[src/rtl/thr_pkg.sv]
// Shared constants and helper functions for the thermal threshold
// interrupt controller. Assumes a 32-bit register word and an 8-bit
// byte address space.
package thr_pkg;

    localparam int REG_W     = 32;
    localparam int ADDR_W    = 8;
    localparam int FALL_BASE = 16;

    localparam logic [ADDR_W-1:0] OFS_CTRL = 8'h00;
    localparam logic [ADDR_W-1:0] OFS_ENG  = 8'h04;
    localparam logic [ADDR_W-1:0] OFS_IVL  = 8'h08;
    localparam logic [ADDR_W-1:0] OFS_RISE = 8'h10;
    localparam logic [ADDR_W-1:0] OFS_FALL = 8'h30;
    localparam logic [ADDR_W-1:0] OFS_EN   = 8'h70;
    localparam logic [ADDR_W-1:0] OFS_STAT = 8'h74;
    localparam logic [ADDR_W-1:0] OFS_CLR  = 8'h78;

    // Bit index of rise event n in the selected layout.
    function automatic int rise_bit(int n, bit sparse);
        return sparse ? 4 * n : n;
    endfunction

    // Bit index of fall event n in the selected layout.
    function automatic int fall_bit(int n, bit sparse);
        return FALL_BASE + (sparse ? 4 * n : n);
    endfunction

    // Mask of every bit that can hold an event.
    function automatic logic [REG_W-1:0] legal_mask(int nr, int nf, bit sparse);
        logic [REG_W-1:0] m;
        m = '0;
        for (int i = 0; i < nr; i++) m[rise_bit(i, sparse)] = 1'b1;
        for (int i = 0; i < nf; i++) m[fall_bit(i, sparse)] = 1'b1;
        return m;
    endfunction

    // Reset value of rise threshold n.
    function automatic logic [7:0] rise_default(int n);
        return 8'(8'h40 + 16 * n);
    endfunction

    // Reset value of fall threshold n (below the matching rise level).
    function automatic logic [7:0] fall_default(int n);
        return 8'(8'h3A + 16 * n);
    endfunction

endpackage

[src/rtl/thr_sampler.sv]
// Sample gate: decides which valid samples are accepted for comparison
// (run bit and decimation interval) and keeps the previous accepted
// sample. Assumes temp_code is stable while temp_valid is high.
module thr_sampler #(
    parameter int TEMP_W = 8,
    parameter int IVL_W  = 16
) (
    input  logic              clk,
    input  logic              rst_n,
    input  logic              run,
    input  logic [IVL_W-1:0]  interval,
    input  logic              temp_valid,
    input  logic [TEMP_W-1:0] temp_code,
    output logic              accept,
    output logic [TEMP_W-1:0] cur,
    output logic [TEMP_W-1:0] prev,
    output logic              have_prev
);

    logic [IVL_W-1:0] skip_cnt;

    // Accept a sample when running, valid and no skips remain.
    assign accept = run && temp_valid && (skip_cnt == '0);
    assign cur    = temp_code;

    // Skip counter: reload on accept, count down on skipped samples.
    always_ff @(posedge clk) begin
        if (!rst_n || !run) begin
            skip_cnt <= '0;
        end else if (accept) begin
            skip_cnt <= interval;
        end else if (temp_valid) begin
            skip_cnt <= skip_cnt - 1'b1;
        end
    end

    // Previous-sample register, emptied whenever sensing stops.
    always_ff @(posedge clk) begin
        if (!rst_n) begin
            prev      <= '0;
            have_prev <= 1'b0;
        end else if (!run) begin
            have_prev <= 1'b0;
        end else if (accept) begin
            prev      <= cur;
            have_prev <= 1'b1;
        end
    end

    AST_PREV_TRACKS: assert property (@(posedge clk) disable iff (!rst_n)
        accept |=> (have_prev && prev == $past(cur)));
    AST_SKIP_AFTER_ACCEPT: assert property (@(posedge clk) disable iff (!rst_n)
        (accept && interval != '0) |=> !accept);

endmodule

[src/rtl/thr_detect.sv]
// Crossing detector: compares the accepted sample and the previous one
// against every threshold and places each crossing at its layout bit.
// Assumes have_prev is low for the first sample after a start.
module thr_detect
    import thr_pkg::*;
#(
    parameter int NUM_RISE = 4,
    parameter int NUM_FALL = 3,
    parameter bit SPARSE   = 1'b1,
    parameter int TEMP_W   = 8
) (
    input  logic                              clk,
    input  logic                              rst_n,
    input  logic                              accept,
    input  logic                              have_prev,
    input  logic [TEMP_W-1:0]                 cur,
    input  logic [TEMP_W-1:0]                 prev,
    input  logic [NUM_RISE-1:0][TEMP_W-1:0]   rise_th,
    input  logic [NUM_FALL-1:0][TEMP_W-1:0]   fall_th,
    output logic [REG_W-1:0]                  events
);

    localparam logic [REG_W-1:0] LEGAL = legal_mask(NUM_RISE, NUM_FALL, SPARSE);

    logic [NUM_RISE-1:0] rise_hit;
    logic [NUM_FALL-1:0] fall_hit;
    logic                live;

    assign live = accept && have_prev;

    // One comparator pair per rise threshold.
    for (genvar i = 0; i < NUM_RISE; i++) begin : g_rise
        assign rise_hit[i] = (prev <= rise_th[i]) && (cur > rise_th[i]);
    end

    // One comparator pair per fall threshold.
    for (genvar i = 0; i < NUM_FALL; i++) begin : g_fall
        assign fall_hit[i] = (prev >= fall_th[i]) && (cur < fall_th[i]);
    end

    // Map crossings onto the event word in the chosen layout.
    always_comb begin
        events = '0;
        for (int i = 0; i < NUM_RISE; i++)
            events[rise_bit(i, SPARSE)] = live && rise_hit[i];
        for (int i = 0; i < NUM_FALL; i++)
            events[fall_bit(i, SPARSE)] = live && fall_hit[i];
    end

    AST_EVENT_NEEDS_ACCEPT: assert property (@(posedge clk) disable iff (!rst_n)
        (events != '0) |-> (accept && have_prev));
    AST_EVENT_LAYOUT: assert property (@(posedge clk) disable iff (!rst_n)
        (events & ~LEGAL) == '0);

endmodule

[src/rtl/thr_pending.sv]
// Pending register: latches events, clears on write-one, set beats
// clear, and forms the masked interrupt. Assumes set and clr are
// single-cycle masks.
module thr_pending #(
    parameter int W = 32
) (
    input  logic         clk,
    input  logic         rst_n,
    input  logic [W-1:0] set,
    input  logic [W-1:0] clr,
    input  logic [W-1:0] enable,
    output logic [W-1:0] status,
    output logic         irq
);

    // Pending bits: clear first, then OR in new events.
    always_ff @(posedge clk) begin
        if (!rst_n) status <= '0;
        else        status <= (status & ~clr) | set;
    end

    // Combined interrupt from enabled pending bits.
    assign irq = |(status & enable);

    AST_CLEAR_W1C: assert property (@(posedge clk) disable iff (!rst_n)
        ((clr & ~set) != '0) |=> ((status & $past(clr & ~set)) == '0));
    AST_SET_WINS: assert property (@(posedge clk) disable iff (!rst_n)
        (set != '0) |=> ((status & $past(set)) == $past(set)));
    AST_STATUS_SOURCE: assert property (@(posedge clk) disable iff (!rst_n)
        1'b1 |=> ((status & ~$past(status) & ~$past(set)) == '0));

endmodule

[src/rtl/thr_irq_ctrl.sv]
// Thermal threshold interrupt controller top: register file, sample
// gate, crossing detector and pending logic. Assumes SPARSE layouts
// use at most 4 thresholds per direction and packed ones at most 8.
module thr_irq_ctrl
    import thr_pkg::*;
#(
    parameter int NUM_RISE    = 4,
    parameter int NUM_FALL    = 3,
    parameter bit SPARSE      = 1'b1,
    parameter bit SHARED_PEND = 1'b0,
    parameter int TEMP_W      = 8,
    parameter int IVL_W       = 16
) (
    input  logic              clk,
    input  logic              rst_n,
    input  logic              reg_wr,
    input  logic [7:0]        reg_addr,
    input  logic [31:0]       reg_wdata,
    output logic [31:0]       reg_rdata,
    input  logic              temp_valid,
    input  logic [TEMP_W-1:0] temp_code,
    output logic              irq
);

    localparam logic [ADDR_W-1:0] CLR_ADDR = SHARED_PEND ? OFS_STAT : OFS_CLR;

    logic                            run;
    logic [IVL_W-1:0]                interval;
    logic [REG_W-1:0]                enable;
    logic [NUM_RISE-1:0][TEMP_W-1:0] rise_th;
    logic [NUM_FALL-1:0][TEMP_W-1:0] fall_th;
    logic [REG_W-1:0]                status;
    logic [REG_W-1:0]                events;
    logic [REG_W-1:0]                clr_mask;
    logic                            accept;
    logic                            have_prev;
    logic [TEMP_W-1:0]               cur;
    logic [TEMP_W-1:0]               prev;

    // Control, interval and enable registers.
    always_ff @(posedge clk) begin
        if (!rst_n) begin
            run      <= 1'b0;
            interval <= '0;
            enable   <= '0;
        end else if (reg_wr) begin
            if (reg_addr == OFS_CTRL) run      <= reg_wdata[0];
            if (reg_addr == OFS_IVL)  interval <= reg_wdata[IVL_W-1:0];
            if (reg_addr == OFS_EN)   enable   <= reg_wdata;
        end
    end

    // Threshold registers with their hysteresis defaults.
    always_ff @(posedge clk) begin
        if (!rst_n) begin
            for (int i = 0; i < NUM_RISE; i++) rise_th[i] <= TEMP_W'(rise_default(i));
            for (int i = 0; i < NUM_FALL; i++) fall_th[i] <= TEMP_W'(fall_default(i));
        end else if (reg_wr) begin
            for (int i = 0; i < NUM_RISE; i++)
                if (reg_addr == 8'(OFS_RISE + 4 * i)) rise_th[i] <= reg_wdata[TEMP_W-1:0];
            for (int i = 0; i < NUM_FALL; i++)
                if (reg_addr == 8'(OFS_FALL + 4 * i)) fall_th[i] <= reg_wdata[TEMP_W-1:0];
        end
    end

    // Clear mask from the address chosen by the pending mode.
    assign clr_mask = (reg_wr && reg_addr == CLR_ADDR) ? reg_wdata : '0;

    // Combinational read mux.
    always_comb begin
        case (reg_addr)
            OFS_CTRL: reg_rdata = {31'b0, run};
            OFS_ENG:  reg_rdata = {31'b0, !run};
            OFS_IVL:  reg_rdata = 32'(interval);
            OFS_EN:   reg_rdata = enable;
            OFS_STAT: reg_rdata = status;
            default:  reg_rdata = '0;
        endcase
        for (int i = 0; i < NUM_RISE; i++)
            if (reg_addr == 8'(OFS_RISE + 4 * i)) reg_rdata = 32'(rise_th[i]);
        for (int i = 0; i < NUM_FALL; i++)
            if (reg_addr == 8'(OFS_FALL + 4 * i)) reg_rdata = 32'(fall_th[i]);
    end

    thr_sampler #(.TEMP_W(TEMP_W), .IVL_W(IVL_W)) u_sampler (
        .clk(clk), .rst_n(rst_n), .run(run), .interval(interval),
        .temp_valid(temp_valid), .temp_code(temp_code),
        .accept(accept), .cur(cur), .prev(prev), .have_prev(have_prev)
    );

    thr_detect #(.NUM_RISE(NUM_RISE), .NUM_FALL(NUM_FALL), .SPARSE(SPARSE),
                 .TEMP_W(TEMP_W)) u_detect (
        .clk(clk), .rst_n(rst_n), .accept(accept), .have_prev(have_prev),
        .cur(cur), .prev(prev), .rise_th(rise_th), .fall_th(fall_th),
        .events(events)
    );

    thr_pending #(.W(REG_W)) u_pending (
        .clk(clk), .rst_n(rst_n), .set(events), .clr(clr_mask),
        .enable(enable), .status(status), .irq(irq)
    );

    AST_IDLE_NO_ACCEPT: assert property (@(posedge clk) disable iff (!rst_n)
        (reg_rdata[0] && reg_addr == OFS_ENG) |-> !accept);

endmodule

[config.mk]
export PLATFORM = sky130hd
export DESIGN_NAME = thr_irq_ctrl
export DESIGN_NICKNAME = d
export VERILOG_FILES = /design/src/rtl/thr_pkg.sv /design/src/rtl/thr_sampler.sv /design/src/rtl/thr_detect.sv /design/src/rtl/thr_pending.sv /design/src/rtl/thr_irq_ctrl.sv
export SDC_FILE = /design/constraint.sdc
export NUM_CORES = 1
export LEC_CHECK = 0
export BUFFER_PORTS_ARGS = -buffer_cell sky130_fd_sc_hd__clkbuf_2
export CAP_MARGIN = 30
export CORE_ASPECT_RATIO = 0.75
export CORE_UTILIZATION = 40
export DETAILED_ROUTE_END_ITERATION = 10
export MAX_ROUTING_LAYER = met4
export PLACE_DENSITY_LB_ADDON = 0.3
export RECOVER_POWER = 25
export SLEW_MARGIN = 20
export SYNTH_ARGS = -nofsm -noshare
export SYNTH_HDL_FRONTEND = slang
export SYNTH_SLANG_ARGS = --single-unit
[constraint.sdc]
create_clock -name clk -period 2.6 [get_ports clk]
set_input_delay 0.65 -clock clk [delete_from_list [all_inputs] [get_ports clk]]
set_output_delay 0.65 -clock clk [all_outputs]
set_load 0.01 [all_outputs]
==> results by group <==
Setup path
  – Worst EP arrival: 2090 ps
  – Worst Path Required: 1950 ps
  – Crit Path Category: input port to output port
  – Element type at the critical path end: output port
  – Crit Path Max Fanout: 6
  – Startpoint types: input port

Placed design
  – Cell Area, Placed: 11300 µm²
  – Placed instance count: 1680
  – Placed wire-length estimate: 26.9 mm
  – Routability cong.: 1.00
  – Setup WS pre-CTS: -317 ps
  – Port bufs: 84

STA
  – RSZ-0062 raised after global routing: yes
  – Worst slew margin relative to its limit: 0.475
  – Peak Freq: 365 MHz
  – WHS: 390 ps
  – Setup violators final: 18
  – Setup ws final: -140 ps
  – Final Max Slew Viols: 0
  – Min Tclk post-route: 2740 ps
  – Layout Skew: 8.69 ps
  – Final hold violation count: 0
  – Worst-Margin Slew: 780 ps
  – Tcrit/Tclk final: 1.05

Clock network
  – Total CTS buffers: 17
  – Clk slew on worst S/H paths: 60 ps
  – Clock sinks: 162
  – CTS max path bufs: 2
  – CTS tree: built
  – H-tree depth: 4
  – Root Buffer: clkbuf_16
  – Later-pin clock latency in the skew report: 440 ps

Run status
  – Outcome: finished with violations
  – Failing checks: negative setup slack

Pwr
  – Net Sw Frac: 0.253
  – Sw power: 0.00143 W
  – Total power: 0.00566 W
  – Clk network pwr share: 0.473
  – PwrDens: 449 nW/µm²
  – VDD IR max: 0.464 mV
  – Combinational fraction of design power: 0.088
  – Flop pwr share: 0.439
  – Internal cell power: 0.00423 W
  – Leakage: 5.34 nW

Routing
  – Wire per inst: 21.1 µm
  – DRT iter0 DRCs: 967
  – Antenna-violating nets left: 0
  – First-pass iteration count of the detailed router: 5
  – Routed WL: 36.5 mm
  – Vias: 9956
  – Vias per cell: 5.76
  – # DRC: 0

Floorplanning
  – Die Footprint: 25800 µm²
  – Die Y-Extent: 139 µm
  – Core Box Area: 24300 µm²
  – Initial Utilization: 0.414
  – Std-Cell Rows: 49
  – Die X: 185 µm
  – I/O pin cnt: 85

Final layout
  – Layout cell share with drive strength beyond 1: 0.214
  – Most common cell after layout, fill and taps aside: nand2_1
  – Post-Layout Cell Count: 1727
  – Post-route design area: 12600 µm²
  – Most frequent cells in the layout: nand2_1, dfxtp_1, ha_1
  – Area grow syn2layout: 24.9%
  – Total Nets Final: 1544

Logic synthesis
  – Number of synthesized register bits: 162
  – Synth Flop Type: dfxtp_1
  – Register area share after synthesis: 0.322
  – Syn Area/Cell: 8.01 µm²
  – Synth warn: 0
  – Yosys cell types: 63
  – Number of synthesized flops with an enable pin: 0
  – Async SR Flop Fraction: 0
  – Syn_nets: 1420
  – Cells after Synth: 1258
  – Cell Area, Synth: 10100 µm²

Run
  – Max-Cap Viols: 0

GRT
  – Tot GR Track Use: 0.296
  – Number of global-route vias before repair: 9367
  – First-pass GRT wire length: 55.9 mm
  – Antenna violations before repair: 1
  – Pin count of the biggest net entering global routing: 97
  – Congestion Overflow GR: 0

Min path
  – Hold WC Path Type: input port to flop
power groups by stage:
stage                     Combinational (W)  Sequential, W  Clock, W
after floorplan                    0.000219        0.00254         0
after global placement             0.000423        0.00254         0
after detailed placement           0.000427        0.00254         0
after CTS                          0.000444        0.00248   0.00270
after global routing               0.000532        0.00248   0.00281
final                              0.000498        0.00248   0.00268
registers in the layout, indices dropped and copies added (netlist names):
| register | cells |
|---|---|
| u_sampler.skip_cnt | 16 |
| u_pending.status | 32 |
| interval | 16 |
| u_sampler.have_prev | 1 |
| run | 1 |
| fall_th | 24 |
| rise_th | 32 |
| enable | 32 |
| u_sampler.prev | 8 |
final timing paths:
| check | to | startpoint | depth (start not counted) | slack [ps] |
|---|---|---|---|---|
| worst max-delay path | reg_rdata[7] | reg_addr[7] | 8 | -140 |
| worst min register to register | u_pending.status[23]$_SDFF_PN0_ | u_pending.status[23]$_SDFF_PN0_ | 2 | 450 |
| worst max register to register | u_pending.status[16]$_SDFF_PN0_ | u_sampler.skip_cnt[0]$_SDFFE_PN0P_ | 9 | 420 |
| worst min-delay path | u_pending.status[27]$_SDFF_PN0_ | reg_wdata[27] | 2 | 390 |
cells by family after synthesis:
family / synth area share
multiplexers: 0.0329
buffers and inverters: 0.0556
AO/OA/AOI/OAI: 0.243
adder cells (fa/ha/maj): 0.137
flip-flops: 0.322
AND/OR/NAND/NOR: 0.210
layer usage:
layer  part of all wire  GRT usage  up-vias  routed length [µm]
met3              0.085     0.0667       64                3120
met5                  0          -        -                   0
li1                   -          -     4747                   -
met1               0.46      0.417     4742               16900
met4              0.024     0.0944        0                 863
met2               0.43      0.412      403               15600
cell usage after synthesis, drive strengths merged, types with 6 or more instances:
cell type / n / area, µm²
nand2: 251 / 942
dfxtp: 162 / 3240
ha: 110 / 1380
a21oi: 82 / 410
a21boi: 77 / 578
o21ai: 68 / 348
inv: 61 / 229
nor2: 45 / 179
clkbuf: 43 / 161
nand3: 40 / 218
nor2b: 34 / 213
mux2i: 32 / 320
buf: 29 / 170
o22ai: 26 / 163
a22oi: 24 / 180
nand4: 20 / 125
a22o: 19 / 166
a211oi: 13 / 97.6
nor3: 13 / 70.1
o21a: 11 / 82.6
nand2b: 10 / 62.6
a221oi: 8 / 70.1
a21o: 7 / 52.6
nor4: 7 / 65.1
o211ai: 7 / 52.6
a32oi: 6 / 52.6
o31ai: 6 / 60.1
final cells by class:
class,instances,area (µm²)
clock buffer,18,439
tap,331,414
timing repair buffer,177,1390
fill,2307,11700
sequential,162,3250
clock inverter,14,179
inverter,61,229
multi-input combinational,963,6690
antenna,1,2.50
stage by stage:
stage	setup TNS (ps)	utilization
finish	-1210	0.517
global route	-2440	0.517
CTS	-2300	0.498
detailed placement	-6730	0.462
global placement	-6160	0.462
floorplan	-101	-
worst max-delay path, stage by stage:
cell and delay (ps):
clkbuf_4 170, nor4_4 270, nor4b_4 310, a22oi_1 140, o21ai_1 140, a211oi_2 110, nor2_2 160, buf_2 150
what timing repair did:
action / 4_1_cts / 5_1_grt
gates cloned: 0 / 1
hold buffers: 0 / 0
pin swaps: 12 / 21
gates resized for setup: 49 / 120
setup endpoints to repair: 33 / 33
setup buffers: 7 / 10
Note: power is estimated with default switching activity, not from simulation.
